[src/rtl/audclk_pkg.sv]
package audclk_pkg;

   typedef enum logic {
      FS_EXTERNAL = 1'b0,
      FS_INTERNAL = 1'b1
   } fs_src_e;

   localparam int PRE_W = 5;

   // Product of the optional halving and octave prescale stages: 1, 2, 8 or 16.
   function automatic logic [PRE_W-1:0] pre_factor(input logic half_en, input logic oct_en);
      logic [PRE_W-1:0] f;
      f = oct_en ? PRE_W'(8) : PRE_W'(1);
      return half_en ? (f << 1) : f;
   endfunction

endpackage

[src/rtl/audclk_divchain.sv]
module audclk_divchain #(
   parameter int PM_W    = 8,
   parameter bit CASCADE = 1'b1
) (
   input  logic            clk_i,
   input  logic            rst_ni,
   input  logic            run_i,
   input  logic            half_en_i,
   input  logic            oct_en_i,
   input  logic [PM_W-1:0] mod_i,
   output logic            tick_o
);
   import audclk_pkg::*;

   localparam int CNT_W = PRE_W + PM_W;

   generate
      if (CASCADE) begin : g_cascade
         logic [PRE_W-1:0] pre_q;
         logic [PRE_W-1:0] pre_last;
         logic [PM_W-1:0]  mod_q;
         logic             pre_wrap;

         assign pre_last = pre_factor(half_en_i, oct_en_i) - PRE_W'(1);
         assign pre_wrap = (pre_q == pre_last);

         always_ff @(posedge clk_i or negedge rst_ni) begin
            if (!rst_ni) begin
               pre_q <= '0;
               mod_q <= '0;
            end else if (!run_i) begin
               pre_q <= '0;
               mod_q <= '0;
            end else if (pre_wrap) begin
               pre_q <= '0;
               mod_q <= (mod_q == mod_i) ? '0 : mod_q + PM_W'(1);
            end else begin
               pre_q <= pre_q + PRE_W'(1);
            end
         end

         assign tick_o = run_i && pre_wrap && (mod_q == mod_i);
      end else begin : g_flat
         logic [CNT_W-1:0] cnt_q;
         logic [CNT_W-1:0] span;
         logic [CNT_W-1:0] last;

         assign span = CNT_W'(pre_factor(half_en_i, oct_en_i)) * (CNT_W'(mod_i) + CNT_W'(1));
         assign last = span - CNT_W'(1);

         always_ff @(posedge clk_i or negedge rst_ni) begin
            if (!rst_ni)                     cnt_q <= '0;
            else if (!run_i || cnt_q == last) cnt_q <= '0;
            else                              cnt_q <= cnt_q + CNT_W'(1);
         end

         assign tick_o = run_i && (cnt_q == last);
      end
   endgenerate

endmodule

[src/rtl/audclk_framer.sv]
module audclk_framer #(
   parameter int WL_W = 5,
   parameter int DC_W = 5
) (
   input  logic            clk_i,
   input  logic            rst_ni,
   input  logic            run_i,
   input  logic            tick_i,
   input  logic [WL_W-1:0] wlen_m1_i,
   input  logic [DC_W-1:0] words_m1_i,
   output logic            bclk_o,
   output logic            fs_o,
   output logic            frame_end_o
);
   logic            bclk_q;
   logic            fs_q;
   logic [WL_W-1:0] bit_q;
   logic [DC_W-1:0] word_q;
   logic            at_start;
   logic            rise;

   // bit_q/word_q name the bit that the next rising edge will start.
   assign at_start = (bit_q == '0) && (word_q == '0);
   assign rise     = tick_i && !bclk_q;

   always_ff @(posedge clk_i or negedge rst_ni) begin
      if (!rst_ni) begin
         bclk_q <= 1'b0;
         fs_q   <= 1'b0;
         bit_q  <= '0;
         word_q <= '0;
      end else if (!run_i) begin
         bclk_q <= 1'b0;
         fs_q   <= 1'b0;
         bit_q  <= '0;
         word_q <= '0;
      end else begin
         if (tick_i) bclk_q <= ~bclk_q;
         if (rise) begin
            fs_q <= at_start;
            if (bit_q == wlen_m1_i) begin
               bit_q  <= '0;
               word_q <= (word_q == words_m1_i) ? '0 : word_q + DC_W'(1);
            end else begin
               bit_q <= bit_q + WL_W'(1);
            end
         end
      end
   end

   assign bclk_o      = bclk_q;
   assign fs_o        = fs_q;
   assign frame_end_o = tick_i && bclk_q && at_start;

endmodule

[src/rtl/audclk_gen.sv]
module audclk_gen #(
   parameter int PM_W    = 8,
   parameter int DC_W    = 5,
   parameter int WL_W    = 5,
   parameter bit CASCADE = 1'b1
) (
   input  logic            clk_i,
   input  logic            rst_ni,
   input  logic            en_i,
   input  logic            half_en_i,
   input  logic            oct_en_i,
   input  logic [PM_W-1:0] mod_i,
   input  logic [DC_W-1:0] words_m1_i,
   input  logic [WL_W-1:0] wlen_m1_i,
   input  logic            fs_gen_i,
   input  logic            fs_ext_i,
   output logic            bclk_o,
   output logic            fs_o,
   output logic            cfg_err_o
);
   import audclk_pkg::*;

   generate
      if (PM_W < 1 || PM_W > 12) begin : g_bad_pm
         $error("audclk_gen: PM_W must be 1..12");
      end
      if (DC_W < 1 || DC_W > 8) begin : g_bad_dc
         $error("audclk_gen: DC_W must be 1..8");
      end
      if (WL_W < 1 || WL_W > 8) begin : g_bad_wl
         $error("audclk_gen: WL_W must be 1..8");
      end
   endgenerate

   typedef struct packed {
      logic            half;
      logic            oct;
      logic [PM_W-1:0] modv;
      logic [DC_W-1:0] words;
      logic [WL_W-1:0] wlen;
      fs_src_e         src;
   } cfg_t;

   cfg_t live;
   cfg_t act_q;
   logic err;
   logic run;
   logic reload;
   logic tick;
   logic frame_end;
   logic fs_int;

   assign live = '{half: half_en_i, oct: oct_en_i, modv: mod_i, words: words_m1_i,
                   wlen: wlen_m1_i, src: fs_src_e'(fs_gen_i)};

   assign err    = !act_q.half && !act_q.oct && (act_q.modv == '0);
   assign run    = en_i && !err;
   assign reload = !en_i || err || frame_end;

   always_ff @(posedge clk_i or negedge rst_ni) begin
      if (!rst_ni) act_q <= '{half: 1'b1, oct: 1'b0, modv: '0, words: '0, wlen: '0, src: FS_EXTERNAL};
      else if (reload) act_q <= live;
   end

   audclk_divchain #(.PM_W(PM_W), .CASCADE(CASCADE)) u_div (
      .clk_i     (clk_i),
      .rst_ni    (rst_ni),
      .run_i     (run),
      .half_en_i (act_q.half),
      .oct_en_i  (act_q.oct),
      .mod_i     (act_q.modv),
      .tick_o    (tick)
   );

   audclk_framer #(.WL_W(WL_W), .DC_W(DC_W)) u_frm (
      .clk_i       (clk_i),
      .rst_ni      (rst_ni),
      .run_i       (run),
      .tick_i      (tick),
      .wlen_m1_i   (act_q.wlen),
      .words_m1_i  (act_q.words),
      .bclk_o      (bclk_o),
      .fs_o        (fs_int),
      .frame_end_o (frame_end)
   );

   assign fs_o      = run && ((act_q.src == FS_INTERNAL) ? fs_int : fs_ext_i);
   assign cfg_err_o = err;

endmodule

[config.mk]
export PLATFORM = sky130hd
export DESIGN_NAME = audclk_gen
export DESIGN_NICKNAME = d
export VERILOG_FILES = /design/src/rtl/audclk_pkg.sv /design/src/rtl/audclk_divchain.sv /design/src/rtl/audclk_framer.sv /design/src/rtl/audclk_gen.sv
export SDC_FILE = /design/constraint.sdc
export NUM_CORES = 1
export LEC_CHECK = 0
export BUFFER_PORTS_ARGS = -buffer_cell sky130_fd_sc_hd__buf_4
export CAP_MARGIN = 20
export CORE_UTILIZATION = 50
export DETAILED_ROUTE_END_ITERATION = 8
export MAX_ROUTING_LAYER = met4
export PLACE_DENSITY = 0.77
export SYNTH_ARGS = -nofsm -noshare
export SYNTH_HDL_FRONTEND = slang
export SYNTH_SLANG_ARGS = --single-unit
export TNS_END_PERCENT = 5
[constraint.sdc]
create_clock -name clk_i -period 2.17 [get_ports clk_i]
set_clock_uncertainty 0.05 [all_clocks]
set_input_delay 0.434 -clock clk_i [delete_from_list [all_inputs] [get_ports clk_i]]
set_output_delay 0.434 -clock clk_i [all_outputs]
set_load 0.01 [all_outputs]
Yosys cells after proc, flatten, opt, wreduce, memory -nomap -nowiden
Index checks and enable logic that the tools add are counted.
Storage, ports and cells
  word-level logic and storage cells: 66
  flip-flop bits (word level): 46
  input bits: 25
Cells by class
  muxes and demuxes: 19
  bitwise logic cells: 1
  equality and inequality tests: 8
  reduce and logical (&&, ||, !) cells: 21
  add/subtract/negate cells: 5
Operator list (count)
  2-to-1 mux 5 bit: 10
  2-to-1 mux 8 bit: 3
  adder 5 x 1 -> 5 bit, second input constant: 3
  equality test 5 bit: 3
  logical AND 1 bit: 10
  logical NOT 5 bit: 2
  adder 8 x 1 -> 8 bit, second input constant: 1
  equality test 8 bit: 1
  logical NOT 8 bit: 1
  inequality test 2 x 1 -> 1 bit, second input constant: 4
  logical NOT 1 bit: 5
  2-to-1 mux 1 bit: 5
  subtractor 5 x 1 -> 5 bit, second input constant: 1
  2-to-1 mux 4 bit: 1
  logical OR 1 bit: 2
  AND reduction 2 bit: 1
  inverter 1 bit: 1

Logic depth before layout (Yosys ltp)
Gate-level depths: netlist of run 1.
  word-level depth: 10
  mapped depth: 8
  gate-level depth less buffers: 7

By module
From an unflattened synthesis of run 1, not the netlist that was laid out.
Second synthesis, totals
  cells, all modules: 233
  area total of the unflattened synthesis: 2468.6 µm²
By module, submodules not included
  audclk_divchain: instances 1, sequential area each 325.3 µm², area an instance 842.1 µm², cells each 90
  audclk_gen: instances 1, sequential area each 526.8 µm², area an instance 837.1 µm², cells each 55
  audclk_framer: instances 1, sequential area each 300.3 µm², area an instance 789.5 µm², cells each 88

Worst setup path before layout of run 1
No wires, ideal clock.
  path kind: register to register
  from: register u_div.g_cascade.pre_q[2]
  to: register act_q[0] in the netlist's numbering
  arrival time: 1.967 ns
  path slack: 0.028 ns
  cell stages (with the launch flop): 8
  required time: 1.995 ns
  clock period less this slack: 2.142 ns
  buffers on the path: 2
  path through: dfrtp_1 nand3_2 or4b_1 a31o_1 buf_6 o21ai_2 buf_4 mux2_2
On the way
  cells in the longest elaborated chain, start to end: 6
RTL lines
  start, declared: line audclk_divchain.sv:19  | logic [PRE_W-1:0] pre_q;
  start signal, assigned: line audclk_divchain.sv:38  | pre_q <= pre_q + PRE_W'(1);
  equality test 5 bit: line audclk_divchain.sv:25  | assign pre_wrap = (pre_q == pre_last);
  logical AND 1 bit (2 in series): line audclk_divchain.sv:42  | assign tick_o = run_i && pre_wrap && (mod_q == mod_i);
  logical AND 1 bit (2 in series): line audclk_framer.sv:53  | assign frame_end_o = tick_i && bclk_q && at_start;
  logical OR 1 bit: line audclk_gen.sv:58  | assign reload = !en_i || err || frame_end;
  end signal, assigned: line audclk_gen.sv:61  | if (!rst_ni) act_q <= '{half: 1'b1, oct: 1'b0, modv: '0, words: '0, wlen: '0, src: FS_EXTERNAL};
  end signal, assigned: line audclk_gen.sv:62  | else if (reload) act_q <= live;
  end, declared: line audclk_gen.sv:45  | cfg_t act_q;
Every way passes these cells.
A chain may end at the register's enable or synchronous reset.

Worst setup path in the final report of run 1
Ends and elaborated chain as after synthesis.

==> results of run 1 <==
-- cell type report --
type,count,area [µm²]
fill,381,1723
timing repair buffer,48,376.6
clock buffer,7,86.33
multi-input combinational,168,1262
inverter,9,33.78
clock inverter,1,5.005
sequential,46,1152
tap,67,83.83
-- cell usage in the layout, fill, tap and decap left out, drive strengths merged, types with 4 or more instances in the layout --
cell,synthesis,final
a21oi,6,6
buf,6,48
clkbuf,4,7
dfrtp,45,45
ha,6,6
inv,9,9
mux2,21,21
nand2,13,13
nand3,16,16
nand4,5,5
nor2,16,16
nor3,6,6
nor4,4,4
o21ai,5,5
xnor2,5,5
xor2,18,18
-- logic make-up after synthesis --
group	Yosys count
DFF	46
and+or+nand+nor	78
muxes	22
AOI/OAI and AO/OA	39
adders and majority gates	6
buffers and inverters	19
xor gates and xnor gates	23
-- metal layers --
metal	part of all wire, %	wire length [µm]	GRT usage, %	up-vias
met5	0	0	-	-
met2	50	2625	36.66	34
met3	3.9	203	4.722	8
met1	44	2295	28.82	984
li1	-	-	-	940
met4	1.8	92	7.625	0
-- flip-flops by register name (all words and copies together), names as in the netlist --
register	flops
act_q	21
u_div.g_cascade.mod_q	8
u_div.g_cascade.pre_q	5
u_frm.bclk_o	1
u_frm.bit_q	5
u_frm.fs_o	1
u_frm.word_q	5
-- worst reg2reg max path, stage by stage (launching register included) --
cell and delay [ns]:
dfrtp_1 0.37, nand3_2 0.11, or4b_4 0.50, a31o_4 0.26, o21ai_2 0.17, buf_4 0.22
mux2_2 0.35
-- stage by stage --
stage / power (mW) / area, µm² / worst slack [ns] / std cells
2_1_floorplan: 1.132 / 2470 / 0.02837 / 233
3_3_place_gp: 1.252 / 2864 / 0.02645 / 337
3_5_place_dp: 1.261 / 2864 / -0.01762 / 337
4_1_cts: 1.816 / 2975 / 0.002460 / 346
5_1_grt: 1.891 / 3000 / -0.03614 / 346
6_report: 1.800 / 3000 / 0.03608 / 346
-- what timing repair did --
action,CTS,global route
setup buffers,1,0
pin swaps,0,2
setup endpoints to repair,16,28
resized for setup,2,6
hold endpoints to repair,0,0
gates cloned,0,0
-- power groups by stage --
stage	sequential, mW	clock, mW	combinational (mW)
2_1_floorplan	0.966	0	0.166
3_3_place_gp	0.974	0	0.278
3_5_place_dp	0.977	0	0.284
4_1_cts	0.960	0.565	0.292
5_1_grt	0.967	0.602	0.322
6_report	0.959	0.548	0.293
-- final timing paths --
check | from | endpoint | slack (ns)
min | rst_ni | u_frm.word_q[1] | 0.07
max in group asynchronous | rst_ni | act_q[17] | 1.60
min in group clk_i | words_m1_i[3] | act_q[9] | 0.30
max | u_div.g_cascade.pre_q[2] | act_q[0] | 0.04
max reg2reg | u_div.g_cascade.pre_q[2] | act_q[0] | 0.04
min reg2reg | act_q[6] | act_q[6] | 0.49
==> results.txt, run 1 <==
Gate power share: 16.3%
total track usage: 22.78%
clock tree buffer depth: 2
Final Critical Period: 2.134 ns
worst-margin pin slew: 0.5717 ns
final WL: 5.216 mm
synth unique cells: 47
post-synthesis mux area share: 9.980%
Initial Utilization: 52.29%
worst-skew pair later-pin latency: 0.30 ns
worst hold path class: input port to asynchronous set/reset pin
FFs w/ async S/R, synth: 100.0%
FF-to-FF path depth: 6
Synth Area in XOR/XNOR: 8.156%
fmax: 468.6 MHz
I/O pins: 28
n_diodes: 0
P_int: 1.317 mW
Hold-fix buffers, CTS: 0
max-cap violation count: 0
clk slew on worst S/H paths: 0.09 ns
share of layout cells above drive strength 1: 30.82%
Slowest-stage cell, CP: or4b_4
RSZ-0062 raised after global routing: true
H-tree depth: 2
Post-Synth Simple-Gate Area: 16.97%
Final Core Density: 63.52%
clock tree from TritonCTS: done
first-pass GRT wire length: 8.887 mm
Peak VDD IR: 0.2867 mV
register area share after synthesis: 46.66%
Synth Area in Adders: 3.040%
number of cells on the critical path: 6
Sink Count: 46
kind of critical path: register to register
Startpoint Class: register
fin crit share: 98.34%
Placer Congestion: 0.8540
CP max FO: 8
Clock power frac: 30.5%
core box area: 4723 µm²
commonest register cell after synthesis: dfrtp_1
Post-Syn Instances: 233
largest family of logic cells by synthesized area: simple AND/OR/NAND/NOR gates
CP peak stage delay: 0.50 ns
Crit. End Element: register
WP data arrival: 2.28 ns
WP buf/inv: 1
share of Yosys cell area claimed by the top area cell type: 45.59%
switching part of the total: 26.83%
nets@finish: 309
Die Height: 72.29 µm
die extent in x: 72.29 µm
vias in the first global route: 1943
Port-buffer cells: 27
First-pass DRT Iterations: 4
P per Cell Area: 600.0 nW/µm²
most common cell in the netlist: dfrtp_1
most frequent cells after synthesis: 45 x dfrtp_1, 21 x mux2_2, 18 x xor2_1
cell family with most CP delay: simple AND/OR/NAND/NOR gates
die area: 5225 µm²
Cell Chain, Critical Path: nand3_2 > or4b_4 > a31o_4 > o21ai_2 > buf_4 > mux2_2
ANT nets after route: 0
Ys Warns: 0
Mapped Nets: 264
outcome: completed
Synth area leaders: dfrtp_1 46%, mux2_2 9.6%, xor2_1 6.4%
CTS Root Cell: clkbuf_8
CTS buffer count: 5
Vias/cell: 5.682
Rows: 25
Hold WS: 0.06503 ns
grt total ovfl: 0
relative slew slack: 61.88%
final slew viol count: 0
Area Overhead vs Synth: 21.48%
CP required: 2.32 ns
net switching power: 0.4830 mW
DR vias: 1966
Residual DRC: 0
Final Hold Vio Count: 0
final setup vio count: 0
Avg WL per Cell: 15.08 µm
Post-synth EDFFs: 0
leading area contributor after synthesis: dfrtp_1
Leak: 1.319 nW
compound-gate portion of the synthesized area: 11.60%
Final HPWL DP: 3.685 mm
initial antenna violation count: 0
setup TNS: 0 ns
Seq pwr share: 53.3%
#FFs+latches synth: 46
initial DRC count: 116
Post-Syn Area: 2470 µm²
Avg Cell Area, Syn: 10.60 µm²
largest net degree at the start of global routing: 47
Power figures use the tool's default switching activity.
==> run 2, diff against run 1 <==
--- a/config.mk
+++ b/config.mk
@@ -9,8 +9,7 @@
 export CAP_MARGIN = 20
 export CORE_UTILIZATION = 50
 export DETAILED_ROUTE_END_ITERATION = 8
-export MAX_ROUTING_LAYER = met4
-export PLACE_DENSITY = 0.77
+export PLACE_DENSITY = 0.73
 export SYNTH_ARGS = -nofsm -noshare
 export SYNTH_HDL_FRONTEND = slang
 export SYNTH_SLANG_ARGS = --single-unit
==> run 2 against run 1 <==
Net effect: power grew 7.2%; clock-buffer cell count is the same; largest power group unchanged; first-iteration DRC count grew 47%; critical path depth is the same; final cell count grew 1.2%; sequential share of layout area shrank 0.65 points; sequential power is essentially flat.
==> results.txt, run 2 (synthesized netlist as in run 1, its figures left out) <==
Largest regs: act_q: 21 flops, u_div.g_cascade.mod_q: 8 flops
Largest register FFs: 21
final setup vio count: 0
CP max FO: 13
RSZ-0062 raised after global routing: true
Crit. End Element: register
Port-buffer cells: 27
max-cap violation count: 0
Rows: 25
Startpoint Class: register
Avg WL per Cell: 15.85 µm
worst-margin pin slew: 0.5794 ns
CP required: 2.35 ns
H-tree depth: 2
filler instances: 371
relative slew slack: 61.37%
most common cell after layout, fill and taps aside: buf_4
CTS buffer count: 5
Final HPWL DP: 3.904 mm
Placer Congestion: 0.8208
Die Height: 72.29 µm
vias in the first global route: 1966
Vias/cell: 5.831
fin crit share: 98.34%
worst-skew pair later-pin latency: 0.30 ns
initial DRC count: 171
final slew viol count: 0
Final Critical Period: 2.134 ns
worst slack, placed: -0.01279 ns
I/O pins: 28
DP Cell Count: 339
Leak: 1.346 nW
Area Overhead vs Synth: 23.56%
Hold WS: 0.07462 ns
die area: 5225 µm²
share of layout cells above drive strength 1: 31.80%
clock tree from TritonCTS: done
Peak VDD IR: 0.4532 mV
initial antenna violation count: 0
worst hold path class: input port to asynchronous set/reset pin
clock tree buffer depth: 2
First-pass DRT Iterations: 4
final WL: 5.546 mm
first-pass GRT wire length: 9.108 mm
ANT nets after route: 0
Initial Utilization: 52.29%
Hold-fix buffers, CTS: 0
Sink Count: 46
Final Hold Vio Count: 0
grt total ovfl: 0
core box area: 4723 µm²
Worst R2R Setup Slack: 0.04 ns
die extent in x: 72.29 µm
commonest non-fill, non-tap cells in the layout: 49 x buf_4, 45 x dfrtp_1, 21 x mux2_2, 18 x xor2_1, 16 x nor2_1
largest net degree at the start of global routing: 47
n_diodes: 0
Pwr Total: 1.930 mW
outcome: completed
WP data arrival: 2.32 ns
setup slack after layout: 0.03603 ns
DR vias: 2041
fmax: 468.6 MHz
Top reg by flops: act_q
setup TNS: 0 ns
kind of critical path: register to register
total track usage: 22.85%
P per Cell Area: 632.3 nW/µm²
CTS Root Cell: clkbuf_8
clk slew on worst S/H paths: 0.09 ns
Non-Filler Instances: 350
Residual DRC: 0
nets@finish: 313
==> run 2: cell types whose count changed in the layout (fill, tap and decap cells not counted), sizes merged <==
cell / change
bufinv: +1
buf: +4
clkinv: -1
==> run 2: what timing repair did <==
item	CTS	global route
gates resized for setup	4	6
buffers inserted	1	2
pin swaps	3	3
endpoints found under the hold margin	0	0
setup endpoints to repair	3	27
==> run 2: cell type report <==
cell class | count | area [µm²] | share of cell area, %
clock buffer | 7 | 86.33 | 2.829
clock inverter | 1 | 30.03 | 0.9840
inverter | 9 | 33.78 | 1.107
multi-input combinational | 168 | 1264 | 41.41
sequential | 46 | 1152 | 37.76
tap | 67 | 83.83 | 2.747
timing repair buffer | 52 | 401.6 | 13.16
==> run 2: critical path, stage by stage, from the launching register on <==
cell and delay [ns]:
dfrtp_1 0.37, nand3_2 0.10, or4b_4 0.50, a31o_4 0.25
buf_6 0.15, or4b_1 0.51, a21oi_1 0.14
==> run 2: where the power goes <==
part | total (mW) | switching (mW) | internal [mW] | leakage [nW]
clock | 0.670 | 0.294 | 0.376 | 0.0585
sequential | 0.956 | 0.0460 | 0.910 | 0.590
combinational | 0.303 | 0.152 | 0.151 | 0.697
==> run 2: stage by stage <==
step | utilization [%] | instance area [µm²]
finish | 64.61 | 3052
global route | 64.61 | 3052
CTS | 63.68 | 3008
detailed placement | 60.69 | 2867
floorplan | - | 2470
global placement | 60.69 | 2867
==> run 2: path summary, 6_finish.rpt <==
path / from / end / depth (start not counted)
setup / recovery: u_div.g_cascade.pre_q[0] / u_frm.word_q[1] / 6
hold / removal: rst_ni / act_q[5] / 1
setup reg to reg: u_div.g_cascade.pre_q[0] / u_frm.word_q[1] / 6
hold reg to reg: act_q[2] / act_q[2] / 1
max in group asynchronous: rst_ni / act_q[14] / 1
min in group clk_i: words_m1_i[0] / act_q[6] / 2
==> run 2: layer usage <==
layer | global-route usage [%] | vias to the layer above | wire length, µm
li1 | - | 948 | -
met1 | 29.56 | 999 | 2351
met2 | 38.21 | 77 | 2784
met3 | 4.167 | 17 | 288
met4 | 8.715 | 0 | 121
met5 | 0 | - | 0
==> run 3, diff against run 2 <==
--- a/config.mk
+++ b/config.mk
@@ -7,9 +7,9 @@
 export LEC_CHECK = 0
 export BUFFER_PORTS_ARGS = -buffer_cell sky130_fd_sc_hd__buf_4
 export CAP_MARGIN = 20
-export CORE_UTILIZATION = 50
+export CORE_UTILIZATION = 52
 export DETAILED_ROUTE_END_ITERATION = 8
-export PLACE_DENSITY = 0.73
+export PLACE_DENSITY_LB_ADDON = 0.05
 export SYNTH_ARGS = -nofsm -noshare
 export SYNTH_HDL_FRONTEND = slang
 export SYNTH_SLANG_ARGS = --single-unit
==> run 3 against run 2 <==
Net effect: utilization increased by 2.3 points; final area is 2.0% lower; clock-buffer cell count increased by 1; die area down 3.7%; via count shrank 5.8%; critical endpoint is now act_q[8].
==> results.txt, run 3 (synthesized netlist as in run 1, its figures left out) <==
H-tree depth: 2
Hold-fix buffers, CTS: 0
CP peak stage delay: 0.50 ns
Leak: 1.314 nW
CP required: 2.30 ns
share of layout cells above drive strength 1: 31.79%
Startpoint Class: register
worst-margin pin slew: 0.5797 ns
DP Area: 2840 µm²
Non-Filler Instances: 332
Vias/cell: 5.792
Die Height: 70.92 µm
Rows: 24
Placer Congestion: 0.8185
Final Critical Period: 2.109 ns
commonest non-fill, non-tap cells in the layout: 46 x buf_4, 45 x dfrtp_1, 21 x mux2_2, 18 x xor2_1, 16 x nor2_1
Gate power share: 16.9%
WP data arrival: 2.23 ns
CTS Root Cell: clkbuf_8
DP Cell Count: 323
clock tree from TritonCTS: done
initial DRC count: 157
I/O pins: 28
first-pass GRT wire length: 9.128 mm
CTS buffer count: 5
outcome: completed
Initial Utilization: 55.20%
most common cell after layout, fill and taps aside: buf_4
setup slack after layout: 0.06138 ns
worst hold path class: input port to asynchronous set/reset pin
core box area: 4474 µm²
Final Hold Vio Count: 0
R2R Path Start: u_div.g_cascade.pre_q[2]
RSZ-0062 raised after global routing: true
fmax: 474.2 MHz
Clock power frac: 28.5%
fin crit share: 97.17%
Cell Chain, Critical Path: nand3_2 > or4b_4 > a31o_4 > o21ai_2 > buf_6 > mux2_2
n_diodes: 0
Avg WL per Cell: 16.22 µm
die area: 5030 µm²
Slowest-stage cell, CP: or4b_4
worst slack, placed: 0.02408 ns
Peak VDD IR: 0.4170 mV
initial antenna violation count: 0
Largest regs: act_q: 21 flops, u_div.g_cascade.mod_q: 8 flops
crit path from: u_div.g_cascade.pre_q[2]
P_int: 1.290 mW
max-cap violation count: 0
kind of critical path: register to register
final slew viol count: 0
final setup vio count: 0
largest net degree at the start of global routing: 47
vias in the first global route: 1923
net switching power: 0.4665 mW
grt total ovfl: 0
Largest register FFs: 21
cell family with most CP delay: simple AND/OR/NAND/NOR gates
Seq pwr share: 54.6%
final WL: 5.385 mm
clk slew on worst S/H paths: 0.09 ns
First-pass DRT Iterations: 6
relative slew slack: 61.35%
clock tree buffer depth: 2
cell area after layout: 2992 µm²
Top reg by flops: act_q
P per Cell Area: 587.0 nW/µm²
CP max FO: 11
Sink Count: 46
Residual DRC: 0
DR vias: 1923
WP buf/inv: 1
switching part of the total: 26.56%
Final HPWL DP: 3.837 mm
Crit. End Element: register
die extent in x: 70.92 µm
Area Overhead vs Synth: 21.12%
Port-buffer cells: 27
total track usage: 23.70%
ANT nets after route: 0
worst-skew pair later-pin latency: 0.30 ns
nets@finish: 310
[run 3: changes by cell type in the layout (fill, tap and decap cells not counted), moves of 2 or more]
cell      previous run  this run
buf_4               49        46
clkbuf_1             1         3
or4b_4               1         3
or4b_1               2         0
[run 3: timing repair]
action                     4_1_cts  5_1_grt
setup endpoints to repair        2       30
buffers inserted                 1        0
resized for setup                0       15
pin swaps                        1        2
[run 3: final cells by class]
type	count	area [µm²]
fill	383	1483
clock buffer	8	80.08
multi-input combinational	168	1281
tap	52	65.06
timing repair buffer	49	379.1
sequential	46	1152
inverter	9	33.78
[run 3: per-stage QoR]
stage / util, % / TNS, ns / hold WS, ns / total power, mW
after global placement: 63.48 / 0 / 0.4305 / 1.252
after floorplan: - / 0 / 0.08841 / 1.132
final: 66.86 / 0 / 0.07905 / 1.756
after CTS: 65.44 / 0 / 0.1008 / 1.765
after global routing: 66.86 / -0.6367 / 0.1290 / 1.842
after detailed placement: 63.48 / 0 / 0.4262 / 1.260
[run 3: final timing paths]
| path | endpoint | slack (ns) | cells after the start |
|---|---|---|---|
| worst max-delay path | act_q[8] | 0.06 | 6 |
| worst min-delay path | u_div.g_cascade.mod_q[4] | 0.08 | 1 |
| worst max register to register | act_q[8] | 0.06 | 6 |
| worst min register to register | act_q[7] | 0.48 | 1 |
| max in group asynchronous | u_div.g_cascade.pre_q[1] | 1.59 | 1 |
| min in group clk_i | act_q[17] | 0.31 | 2 |
[run 3: per-layer routing]
layer	part of all wire, %	wire length [µm]	global-route usage, %
met4	1.7	90	6.000
met5	0	0	0
met2	46	2498	37.18
met3	3.8	204	5.271
met1	48	2592	33.58
[run 3: power by group through the flow]
stage                     Clock (mW)  Combinational [mW]  Sequential [mW]
after global placement             0               0.276            0.976
after CTS                      0.520               0.285            0.960
after floorplan                    0               0.166            0.966
after global routing           0.546               0.326            0.970
after detailed placement           0               0.283            0.977
final                          0.501               0.296            0.960
